**src/rtl/sfu_pkg.sv**
```systemverilog
package sfu_pkg;

  typedef enum logic [3:0] {
    OP_INC8  = 4'd0,
    OP_DEC8  = 4'd1,
    OP_INC16 = 4'd2,
    OP_DEC16 = 4'd3,
    OP_SHR8  = 4'd4,
    OP_SHR16 = 4'd5,
    OP_SHL8  = 4'd6,
    OP_SHL16 = 4'd7,
    OP_SAR8  = 4'd8,
    OP_SAR16 = 4'd9
  } op_e;

  typedef enum logic [1:0] {
    SHK_LEFT = 2'd0,
    SHK_RLOG = 2'd1,
    SHK_RARI = 2'd2
  } shk_e;

  function automatic logic is_byte_step(op_e op);
    return (op == OP_INC8) || (op == OP_DEC8);
  endfunction

  function automatic logic is_word_step(op_e op);
    return (op == OP_INC16) || (op == OP_DEC16);
  endfunction

  function automatic logic is_shift(op_e op);
    return (op == OP_SHR8) || (op == OP_SHR16) || (op == OP_SHL8) ||
           (op == OP_SHL16) || (op == OP_SAR8) || (op == OP_SAR16);
  endfunction

  function automatic logic is_byte_shift(op_e op);
    return (op == OP_SHR8) || (op == OP_SHL8) || (op == OP_SAR8);
  endfunction

endpackage

```
**src/rtl/sfu_incdec.sv**
```systemverilog
// Step-by-one adder. The nibble carry or borrow is read as bit 4 of
// operand XOR result, which is valid for +1 and for -1 alike.
module sfu_incdec #(
  parameter int W = 16
) (
  input  logic [W-1:0] x_i,
  input  logic         dec_i,
  output logic [W-1:0] y_o,
  output logic         nib_o
);

  localparam logic [W-1:0] ONE = W'(1);

  always_comb begin
    if (dec_i) y_o = x_i - ONE;
    else       y_o = x_i + ONE;
    nib_o = x_i[4] ^ y_o[4];
  end

  initial begin
    assert (W >= 5) else $error("sfu_incdec needs W >= 5");
  end

endmodule

```
**src/rtl/sfu_shifter.sv**
```systemverilog
// Variable shifter that also returns the last bit shifted out.
// With amt = 0 the carry input comes back unchanged.
module sfu_shifter
  import sfu_pkg::*;
#(
  parameter int W     = 8,
  localparam int AMT_W = $clog2(W)
) (
  input  logic [W-1:0]     x_i,
  input  logic [AMT_W-1:0] amt_i,
  input  shk_e             kind_i,
  input  logic             cy_i,
  output logic [W-1:0]     y_o,
  output logic             cy_o
);

  logic [2*W:0] rext;
  logic [W:0]   lext;
  logic [W-1:0] fill;

  always_comb begin
    fill = (kind_i == SHK_RARI) ? {W{x_i[W-1]}} : '0;
    rext = {fill, x_i, cy_i} >> amt_i;
    lext = {cy_i, x_i} << amt_i;
    if (kind_i == SHK_LEFT) begin
      y_o  = lext[W-1:0];
      cy_o = lext[W];
    end else begin
      y_o  = rext[W:1];
      cy_o = rext[0];
    end
  end

endmodule

```
**src/rtl/sfu_top.sv**
```systemverilog
module sfu_top
  import sfu_pkg::*;
#(
  parameter int  WORD_W = 16,
  parameter int  BYTE_W = 8,
  localparam int CNT_W  = $clog2(WORD_W)
) (
  input  logic              clk,
  input  logic              rst_n,
  input  logic              req_i,
  input  logic [3:0]        op_i,
  input  logic [WORD_W-1:0] opnd_i,
  input  logic [CNT_W-1:0]  cnt_i,
  input  logic              z_i,
  input  logic              ac_i,
  input  logic              cy_i,
  output logic [WORD_W-1:0] res_o,
  output logic              z_o,
  output logic              ac_o,
  output logic              cy_o,
  output logic              done_o
);

  localparam int BAMT_W = $clog2(BYTE_W);
  localparam int PAD_W  = WORD_W - BYTE_W;

  // reset: asynchronous assert, two-flop synchronous release
  logic [1:0] rst_pipe;
  logic       rst_sync_n;

  always_ff @(posedge clk or negedge rst_n) begin
    if (!rst_n) rst_pipe <= 2'b00;
    else        rst_pipe <= {rst_pipe[0], 1'b1};
  end
  assign rst_sync_n = rst_pipe[1];

  op_e op;
  assign op = op_e'(op_i);

  // increment / decrement path
  logic [WORD_W-1:0] step_x, step_y;
  logic              step_dec, step_nib;

  always_comb begin
    step_dec = (op == OP_DEC8) || (op == OP_DEC16);
    step_x   = is_byte_step(op) ? {{PAD_W{1'b0}}, opnd_i[BYTE_W-1:0]} : opnd_i;
  end

  sfu_incdec #(.W(WORD_W)) u_step (
    .x_i   (step_x),
    .dec_i (step_dec),
    .y_o   (step_y),
    .nib_o (step_nib)
  );

  // shift paths, one per width
  shk_e kind;
  always_comb begin
    case (op)
      OP_SHL8, OP_SHL16: kind = SHK_LEFT;
      OP_SAR8, OP_SAR16: kind = SHK_RARI;
      default:           kind = SHK_RLOG;
    endcase
  end

  logic [BYTE_W-1:0] sh_b_y;
  logic [WORD_W-1:0] sh_w_y;
  logic              sh_b_cy, sh_w_cy;

  generate
    for (genvar g = 0; g < 2; g++) begin : g_sh
      if (g == 0) begin : g_byte
        sfu_shifter #(.W(BYTE_W)) u_sh (
          .x_i    (opnd_i[BYTE_W-1:0]),
          .amt_i  (cnt_i[BAMT_W-1:0]),
          .kind_i (kind),
          .cy_i   (cy_i),
          .y_o    (sh_b_y),
          .cy_o   (sh_b_cy)
        );
      end else begin : g_word
        sfu_shifter #(.W(WORD_W)) u_sh (
          .x_i    (opnd_i),
          .amt_i  (cnt_i),
          .kind_i (kind),
          .cy_i   (cy_i),
          .y_o    (sh_w_y),
          .cy_o   (sh_w_cy)
        );
      end
    end
  endgenerate

  // next-state selection
  logic [WORD_W-1:0] nxt_res;
  logic              nxt_z, nxt_ac, nxt_cy;

  always_comb begin
    nxt_res = opnd_i;
    nxt_z   = z_i;
    nxt_ac  = ac_i;
    nxt_cy  = cy_i;
    case (op)
      OP_INC8, OP_DEC8: begin
        nxt_res = {{PAD_W{1'b0}}, step_y[BYTE_W-1:0]};
        nxt_z   = (step_y[BYTE_W-1:0] == '0);
        nxt_ac  = step_nib;
      end
      OP_INC16, OP_DEC16: begin
        nxt_res = step_y;
      end
      OP_SHR8, OP_SHL8, OP_SAR8: begin
        nxt_res = {{PAD_W{1'b0}}, sh_b_y};
        nxt_cy  = sh_b_cy;
      end
      OP_SHR16, OP_SHL16, OP_SAR16: begin
        nxt_res = sh_w_y;
        nxt_cy  = sh_w_cy;
      end
      default: ;
    endcase
  end

  // registers
  always_ff @(posedge clk or negedge rst_sync_n) begin
    if (!rst_sync_n) begin
      res_o  <= '0;
      z_o    <= 1'b0;
      ac_o   <= 1'b0;
      cy_o   <= 1'b0;
      done_o <= 1'b0;
    end else begin
      done_o <= req_i;
      if (req_i) begin
        res_o <= nxt_res;
        z_o   <= nxt_z;
        ac_o  <= nxt_ac;
        cy_o  <= nxt_cy;
      end
    end
  end

  // assertions
  AST_DONE_AFTER_REQ: assert property (@(posedge clk) disable iff (!rst_sync_n)
    req_i |=> done_o);
  AST_NO_SPURIOUS_DONE: assert property (@(posedge clk) disable iff (!rst_sync_n)
    !req_i |=> !done_o);
  AST_IDLE_HOLD: assert property (@(posedge clk) disable iff (!rst_sync_n)
    !req_i |=> ($stable(res_o) && $stable(z_o) && $stable(ac_o) && $stable(cy_o)));
  AST_WORD_STEP_FLAGS: assert property (@(posedge clk) disable iff (!rst_sync_n)
    (req_i && is_word_step(op)) |=>
      (z_o == $past(z_i) && ac_o == $past(ac_i) && cy_o == $past(cy_i)));
  AST_BYTE_STEP_CY: assert property (@(posedge clk) disable iff (!rst_sync_n)
    (req_i && is_byte_step(op)) |=> (cy_o == $past(cy_i)));
  AST_SHIFT_KEEPS_ZAC: assert property (@(posedge clk) disable iff (!rst_sync_n)
    (req_i && is_shift(op)) |=> (z_o == $past(z_i) && ac_o == $past(ac_i)));
  AST_BYTE_UPPER_CLEAR: assert property (@(posedge clk) disable iff (!rst_sync_n)
    (req_i && (is_byte_step(op) || is_byte_shift(op))) |=> (res_o[WORD_W-1:BYTE_W] == '0));
  AST_UNDEF_PASS: assert property (@(posedge clk) disable iff (!rst_sync_n)
    (req_i && op_i > 4'd9) |=> (res_o == $past(opnd_i) && cy_o == $past(cy_i)));

endmodule

```
**config.mk**
```make
export PLATFORM = sky130hd
export DESIGN_NAME = sfu_top
export DESIGN_NICKNAME = d
export VERILOG_FILES = /design/src/rtl/sfu_pkg.sv /design/src/rtl/sfu_incdec.sv /design/src/rtl/sfu_shifter.sv /design/src/rtl/sfu_top.sv
export SDC_FILE = /design/constraint.sdc
export NUM_CORES = 1
export LEC_CHECK = 0
export BUFFER_PORTS_ARGS = -buffer_cell sky130_fd_sc_hd__buf_4
export CORE_MARGIN = 4
export CORE_UTILIZATION = 47
export DETAILED_ROUTE_END_ITERATION = 8
export GPL_TIMING_DRIVEN = 0
export PLACE_DENSITY = 0.69
export SLEW_MARGIN = 20
export SYNTH_ARGS = -nofsm -noshare
export SYNTH_HDL_FRONTEND = slang
export SYNTH_SLANG_ARGS = --single-unit
export TNS_END_PERCENT = 100
```
**constraint.sdc**
```tcl
create_clock -name clk -period 0.8 [get_ports clk]
set_input_delay 0.04 -clock clk [delete_from_list [all_inputs] [get_ports clk]]
set_output_delay 0.04 -clock clk [all_outputs]
set_load 0.03 [all_outputs]
```
==> results, run 1 <==
- The flow ran to the end, but the final reports show violations.
- The final reports fail on setup timing.
- The total half-perimeter wirelength after legalization and detailed placement is 13610 um.
- The maximum number of pins on one net before global-route repair is 21.
- Measured against its own limit, the worst slew margin works out to 54.39%.
- The number of cells in the design after placement is 682.
- Compared with the post-synthesis result, the final layout area differs by 49.09%.
- Counting every net in the synthesized netlist gives 580.
- Once routing completed, OpenROAD measured the worst setup slack at -1.352 ns.
- The startpoint type of the worst setup path is a primary input.
- The clock slew seen by the registers of the worst setup and hold paths is 0.09 ns.
- Grouping stages by cell kind, the critical path spends the most delay in compound AO/OA/AOI/OAI gates.
- Counting flops with an async set or reset pin after synthesis yields a share of 100.0%.
- In this run the clock root is driven by a clkbuf_8.
- The final cell count without fillers is 740.
- The number of hold violations in the final report is 0.
- Cells with a size suffix above 1 make up 41.42% of the layout.
- Setup repair after global routing could not meet its margin everywhere.
- No sink is reached through more buffers than the 2 on the longest clock path.
- The average wire length per cell after detail routing is 28.18 um.
- The final setup violation count is 39.
- The clock latency reported for the late side of the worst-skew pair is 0.28 ns.
- The number of antenna violations at the first check in global routing is 1.
- The accumulated negative setup slack is -23.06 ns.
- TritonCTS built the clock tree.
- The floorplan step set the die height to 100.7 um.
- The maximum achievable frequency is 464.7 MHz.
- The worst setup path is captured at a flop.
- The worst path arrival time is 2.31 ns.
- The final worst-path cycle share is 269.0%.
- The register bit count reported by yosys is 22.
- For this run, design rule violations remaining after detail routing come to 0.
- The core outline area is 8299 um2.
- STA puts the critical path data required time at 0.95 ns.
- CTS built an H-tree with a depth of 1.
- In the layout the commonest cells are 65 x buf_4, 51 x nand2_1, 44 x nor2_1, 35 x buf_6, 31 x mux2i_1.
- The total of buffers placed on input and output ports is 43.
- For this run, the leading register cell type out of synthesis is dfrtp_1.
- The per-cell via count in the routed design is 7.401.
- The remaining antenna violation count after routing is 0.
- The total CTS buffers is 3.
- The number of synthesized flops with an enable pin is 0.
- The reg-to-reg startpoint is res_o[11].
- The cell area that synthesis handed to floorplanning was 4043 um2.
- The slowest stage of the critical path belongs to the cell a221oi_2.
- The first detailed-routing pass ran for 6 iterations.
- The path class of the lowest-slack min-delay path is primary input to asynchronous set/reset pin.
- The startpoint of the most critical setup path is op_i[2].
- The total routed wirelength is 20850 um.
- The count of yosys warnings during synthesis is 0.
- The via count of the routed design is 5477.
- After synthesis, flip-flops and latches occupy 13.62% of the total area.
- For the pin with the worst max-slew slack, the measured transition is 0.6828 ns.
- The remaining global-route overflow is 0.
- The post-route standard cell area excluding fillers is 6027 um2.
- Clock tree synthesis found a total of 22 sinks.
- Along the worst path, the maximum fanout reaches 8.
- The final-report max-slew violation count came to 0.
- The commonest non-fill, non-tap cell in the layout is buf_4.
- The floorplan has 33 rows.
- The area of the die is 10150 um2.
- The number of maximum-capacitance violations is 0.
- The distinct cell type count of the synthesized netlist is 74.
- Clock skew on the completed layout was measured at 0.003447 ns.
- IR analysis of the VDD net gives a maximum drop of 0.8506 mV.
- 0 antenna diodes ended up in the layout.
- The mean post-synth cell area is 7.570 um2.
- The number of instances in the synthesized netlist is 534.
- The register-to-register path setup slack is -0.48 ns.
- The signal on the critical path passes through buf_12 > nor2_4 > buf_8 > and2_4 > ha_4 > a211oi_4 > o21bai_1 > a21oi_2 > xnor2_2 > a221oi_2 > a21oi_1.
- The final RePlAce weighted congestion is 1.002.
- The via count of the first global-routing pass came to 5042.
- The aggregate global-route resource usage is 37.40%.
- The tightest hold path in the finished design has a slack of 0.07813 ns.
- Summing all placed instances gives a cell area of 4708 um2.
- The starting DRC count in detailed routing is 933.
- The first-pass GRT wire length is 28750 um.
- After the last flow step, the layout net total stands at 682.
- After layout, the design draws a total of 6754 uW.
- The critical path is of the primary input to flop type.
- Together, buffers and inverters on the worst path number 2.
- For this configuration, the core starts out at a cell density of 48.71%.
- The largest stage delay on the critical path is 0.48 ns.
- During I/O placement, the number of pins put on the boundary was 50.
- Counting the fill cells in the layout gives 559.
- Measured along the x axis, the die boundary spans 100.7 um.
- The routed design could run at a clock period as short as 2.152 ns.
- The total power density per cell area is 1121 nW/um2.
- The static power due to leakage is 0.002442 uW.
==> per-stage QoR <==
step,utilization [%],setup slack [ns]
5_1_grt,72.62,-1.346
3_3_place_gp,56.72,-1.852
4_1_cts,66.15,-1.232
3_5_place_dp,56.73,-1.805
2_1_floorplan,-,-1.207
6_report,72.62,-1.352
==> where the power goes <==
part	switching (uW)	internal [uW]	total [uW]
registers	139	1250	1390
logic	2400	1850	4250
clock network	447	671	1120
==> routing by layer <==
| layer | GRT usage [%] | routed length, um |
|---|---|---|
| met1 | 48.03 | 7393 |
| met2 | 56.30 | 8861 |
| met3 | 11.97 | 3045 |
| met4 | 17.82 | 1492 |
| met5 | 3.590 | 57 |
==> Yosys cell counts (all sizes together), types with 9 or more instances <==
| cell type | n | share of area (%) |
|---|---|---|
| nand2 | 55 | 5.2 |
| nor2 | 49 | 4.5 |
| a21oi | 43 | 5.3 |
| mux2i | 34 | 8.4 |
| clkbuf | 30 | 2.8 |
| o21ai | 26 | 3.2 |
| dfrtp | 22 | 14 |
| buf | 18 | 3.1 |
| nor2b | 17 | 2.6 |
| nor3 | 16 | 2.0 |
| ha | 15 | 4.6 |
| mux4 | 15 | 8.4 |
| nand3 | 14 | 1.7 |
| a31oi | 13 | 2.0 |
| inv | 12 | 1.1 |
| nand2b | 12 | 1.9 |
| mux2 | 9 | 2.5 |
==> cell type report <==
cell class                      count  area, um2  share of cell area [%]
Sequential cell                    22      551.8                   9.155
Multi-Input combinational cell    452       3852                   63.92
Clock buffer                        3      41.29                  0.6851
Buffer                             46      455.4                   7.557
Inverter                           12      45.04                  0.7474
Timing Repair Buffer               99      919.6                   15.26
Clock inverter                      1      30.03                  0.4982
Tap cell                          105      131.4                   2.180
==> final timing paths <==
kind | endpoint | cells after the start
min in group clk | ac_o | 3
max in group asynchronous | res_o[15] | 0
hold / removal | rst_pipe[0] | 2
setup reg to reg | res_o[11] | 4
hold reg to reg | res_o[6] | 0
setup / recovery | res_o[5] | 11
==> cell families after synthesis <==
group	Yosys count	synth area share, %
AO/OA/AOI/OAI	166	27.61
flip-flops	22	13.62
other	1	0.09276
multiplexers	58	19.28
AND/OR/NAND/NOR	202	24.98
buffers and inverters	60	6.995
XOR/XNOR	9	2.290
adder cells (fa/ha/maj)	16	5.138
==> what timing repair did <==
action / CTS / global route
setup buffers: 30 / 25
pin swaps: 36 / 43
endpoints found under the hold margin: 3 / 0
gates resized for setup: 104 / 77
setup endpoints to repair: 59 / 59
cloned: 0 / 1
hold buffers: 2 / 0
==> registers in the layout, summed over array words and instances, names as in the netlist <==
name      count
ac_o          1
rst_pipe      2
z_o           1
res_o        16
cy_o          1
done_o        1
(Power assumes the default switching activity.)
==> run 2, diff against run 1 <==
- SYNTH_HIERARCHICAL: unset -> 1
==> run 2 against run 1 <==
  * The run still ends with setup timing left
  * Highest routed layer is now met4
  * Cell area up 9.6%
  * Area after synthesis increased by 17%
  * Critical path type unchanged
  * Worst setup slack worse by 0.54 ns
  * Largest cell class unchanged
  * Via count is 1.6% higher
  * Maximum frequency decreased by 20%
  * Critical path depth grew 6
  * Worst hold slack got worse by 0.069 ns
  * Wire length down 5.5%
  * Global-route usage decreased by 5.4 points
==> results, run 2 <==
- The final RePlAce weighted congestion is 0.9649 (was 1.002).
- The remaining global-route overflow is 0 (unchanged).
- The first-pass GRT wire length was 29480 um (was 28750 um).
- The worst path arrival time is 2.89 ns (was 2.31 ns).
- The measured slew at the worst slew-check pin is 0.5955 ns (was 0.6828 ns).
- The worst-path maximum fanout is 4 (was 8).
- The capture endpoint of the worst hold path is z_o.
- The maximum achievable frequency is 372.1 MHz (was 464.7 MHz).
- The number of cells in the design after placement was 762 (was 682).
- The area of the die is 11770 um2 (was 10150 um2).
- The per-cell via count in the routed design is 6.721 (was 7.401).
- The maximum number of pins on one net before global-route repair came to 21 (unchanged).
- The share of cells above drive strength 1 is 41.29% (was 41.42%).
- The startpoint type of the worst setup path was a primary input (unchanged).
- The share of Yosys cell area claimed by the top area cell type is 11.59% (was 13.62%).
- The most frequent cell after synthesis is nand2_1 (unchanged).
- The CTS tree is yes (unchanged).
- The mean post-synth cell area is 8.173 um2 (was 7.570 um2).
- The final setup violation count is 39 (unchanged).
- The I/O pin count was 50 (unchanged).
- The clock root buffer is clkbuf_8 (unchanged).
- The via count of the first global-routing pass is 5236 (was 5042).
- The total power density per cell area is 1016 nW/um2 (was 1121 nW/um2).
- The leading register cell type out of synthesis is dfrtp_1 (unchanged).
- The clock slew seen by the registers of the worst setup and hold paths is 0.08 ns (was 0.09 ns).
- The via count of the routed design is 5565 (was 5477).
- The count of unresolved DRC violations after routing is 0 (unchanged).
- The normalized max-slew margin is 60.30% (was 54.39%).
- The worst hold path begins at req_i.
- The number of hold violations in the final report came to 0 (unchanged).
- The share of power burned in registers was 20.6% (about the same).
- The initial core utilization is 48.36% (was 48.71%).
- The final cell count without fillers came to 828 (was 740).
- The die height came to 108.5 um (was 100.7 um).
- The total CTS buffers is 3 (unchanged).
- The kind of critical path is primary input to flop (unchanged).
- The number of cell instances on the worst register-to-register path is 1 (was 4).
- The path class of the lowest-slack min-delay path is primary input to flop (was primary input to asynchronous set/reset pin).
- The peak ir drop on the vdd network is 0.9365 mV (was 0.8506 mV).
- The combinational power share came to 69.3% (was 62.9%).
- The reg-to-reg startpoint is res_o[0] (was res_o[11]).
- The minimum setup slack in the final design came to -1.887 ns (was -1.352 ns).
- Cell types occupying the most area after synthesis: dfrtp_1 12%, mux4_2 9.0%, mux2i_1 8.2% (was dfrtp_1 14%, mux2i_1 8.4%, mux4_2 8.4%).
- The required time of the critical path came to 1.01 ns (was 0.95 ns).
- The post-route standard cell area excluding fillers is 6604 um2 (was 6027 um2).
- Largest registers ranked by flip-flop count: res_o x16, rst_pipe x2 (unchanged).
- The number of rows in the core area is 36 (was 33).
- The die span in x is 108.5 um (was 100.7 um).
- The accumulated negative setup slack is -33.37 ns (was -23.06 ns).
- The worst hold path was traced through 2 stages.
- The diode insertion count for antenna repair is 0 (unchanged).
- The cell-internal power came to 3707 uW (was 3767 uW).
- The post-detailed-placement cell area is 5383 um2 (was 4708 um2).
- The detailed-routing iteration count for the pre-antenna-repair pass is 5 (was 6).
- The end of the worst register-to-register path is res_o[0] (was res_o[11]).
- The aggregate global-route resource usage was 31.99% (was 37.40%).
- The post-synthesis cell area is 4748 um2 (was 4043 um2).
- Setup repair after global routing missed its margin: yes (unchanged).
- The maximum clock insertion buffer count is 2 (unchanged).
- The clock latency reported for the late side of the worst-skew pair is 0.26 ns (was 0.28 ns).
- The area added between synthesis and finish is 39.08% (was 49.09%).
- The proportion of register bits with asynchronous set or reset after synthesis came to 100.0% (unchanged).
- Commonest cells post-synth: 47 x nand2_1, 42 x nor2_1, 39 x a21oi_1, 39 x mux2i_1, 25 x nor2b_1 (was 54 x nand2_1, 49 x nor2_1, 43 x a21oi_1).
- Failing checks: setup timing (unchanged).
- The sequential element share of the synthesized area came to 11.59% (was 13.62%).
- The library cell occupying the most area in the post-synthesis netlist is dfrtp_1 (unchanged).
- The net total in the final layout is 742 (was 682).
- The register with the most flip-flops is res_o (unchanged).
- The number of flip-flops in the largest register is 16 (unchanged).
- The number of synthesized flops with an enable pin came to 0 (unchanged).
- The core outline area is 9819 um2 (was 8299 um2).
- The average wire length per cell after detail routing is 23.79 um (was 28.18 um).
- The starting DRC count in detailed routing is 579 (was 933).
- The nature of the critical path endpoint is a flop (unchanged).
- The number of maximum-capacitance violations was 0 (unchanged).
- The part of the power in the clock network is 10.2% (was 16.6%).
- The register-to-register path setup slack is -0.09 ns (was -0.48 ns).
- The static power due to leakage is 0.002797 uW (was 0.002442 uW).
- The final worst-path cycle share is 335.9% (was 269.0%).
- The clock skew was 0.003937 ns (was 0.003447 ns).
- The final-report max-slew violation count is 0 (unchanged).
- The commonest non-fill, non-tap cell in the layout is buf_4 (unchanged).
- The count of H-tree levels built during CTS is 1 (unchanged).
- The net switching fraction of the power is 44.73% (was 44.23%).
- The total routed wirelength is 19700 um (was 20850 um).
- The total half-perimeter wirelength after legalization and detailed placement is 12780 um (was 13610 um).
- The count of yosys warnings during synthesis is 6 (was 0).
- The total of buffers placed on input and output ports came to 48 (was 43).
- The register bit count reported by yosys is 22 (unchanged).
- The distinct cell type count of the synthesized netlist came to 82 (was 74).
- The remaining antenna violation count after routing came to 0 (unchanged).
- The clock sink count is 22 (unchanged).
- The synthesized netlist net count is 626 (was 580).
- Status: complete, but fails checks (unchanged).
- Commonest non-fill, non-tap cells in the layout: 80 x buf_4, 46 x nand2_1, 40 x buf_6, 39 x mux2i_1, 36 x nor2_1 (was 65 x buf_4, 51 x nand2_1, 44 x nor2_1, 35 x buf_6, 31 x mux2i_1).
- The number of antenna violations at the first check in global routing is 0 (was 1).
- The final critical delay including setup and external delays came to 2.687 ns (was 2.152 ns).
- The net switching component of the power was 3000 uW (was 2987 uW).
- The number of instances in the synthesized netlist is 581 (was 534).
-- run 2: cell types whose count changed after synthesis, moves of 8 or more --
| cell | change |
|---|---|
| clkbuf_1 | -15 |
| a311oi_1 | +13 |
| nand3_1 | +8 |
| a21o_1 | +11 |
| nor2b_1 | +8 |
-- run 2: timing repair --
action / in CTS / in global routing
cloned: 1 / 0
setup buffers: 44 / 17
pin swaps: 57 / 35
endpoints found under the setup margin: 59 / 39
gates resized for setup: 106 / 38
hold buffers: 2 / 0
endpoints found under the hold margin: 4 / 0
-- run 2: final cells by class --
class,count,area [um2]
inverters,9,36.28
multi-input cells,501,4409
flip-flops and latches,22,551.8
clock buffers,3,41.29
well taps,133,166.4
plain buffers,49,409.1
repair buffers,111,989.7
fillers,808,3216
-- run 2: logic make-up (layout without fill, tap and decap cells) --
group                    count (synthesis)  count (layout)  share of synthesized area [%]
AND/OR/NAND/NOR                        196             197                          21.34
AO/OA/AOI/OAI                          190             190                          28.93
multiplexers                            83              83                          23.32
buffers and inverters                   59             172                          7.852
flip-flops                              22              22                          11.59
adder cells (fa/ha/maj)                 15              15                          4.111
XOR/XNOR                                15              15                          2.767
other                                    1               1                        0.07898
-- run 2: worst max-delay path, cell delays in order --
cell	delay [ns]
buf_8	0.10
buf_8	0.11
buf_8	0.11
buf_12	0.12
nor3_4	0.20
buf_6	0.16
buf_6	0.10
ha_4	0.20
a21o_1	0.24
a221oi_4	0.32
o21ai_2	0.12
a21o_1	0.18
a31oi_1	0.19
xnor2_1	0.18
a211oi_2	0.12
nor4_1	0.28
a21o_1	0.11
-- run 2: worst max-delay path by stage --
stage,start,end,slack (ns),depth (start not counted)
2_1_floorplan,op_i[2],res_o[12],-2.16,14
3_3_place_gp,op_i[0],res_o[14],-2.92,14
3_5_place_dp,op_i[0],res_o[14],-2.96,14
4_1_cts,op_i[2],res_o[13],-1.81,15
5_1_grt,op_i[2],res_o[13],-1.95,15
6_report,op_i[2],res_o[12],-1.89,17
-- run 2: layer usage --
metal,wire length (um),track usage [%],vias up
li1,-,-,2490
met1,7811,44.11,2653
met2,9313,52.34,354
met3,1757,3.940,68
met4,813,9.558,0
met5,0,0,-
-- run 2: power by group through the flow --
| stage | Combinational (uW) | Clock [uW] | Sequential, uW |
|---|---|---|---|
| after detailed placement | 3580 | 0 | 1370 |
| final | 4650 | 681 | 1380 |
| after CTS | 4200 | 684 | 1380 |
| after global placement | 3560 | 0 | 1370 |
| after floorplan | 2200 | 0 | 1620 |
| after global routing | 4860 | 736 | 1400 |
-- run 2: stage by stage --
step,total power (uW),utilization [%],setup slack (ns),hold slack (ns)
4_1_cts,6265,63.98,-1.813,0.009906
3_3_place_gp,4935,54.82,-2.918,-0.1779
2_1_floorplan,3820,-,-2.160,-0.2556
6_report,6707,67.25,-1.887,0.009310
3_5_place_dp,4956,54.82,-2.962,-0.1760
5_1_grt,6993,67.25,-1.952,0.03167
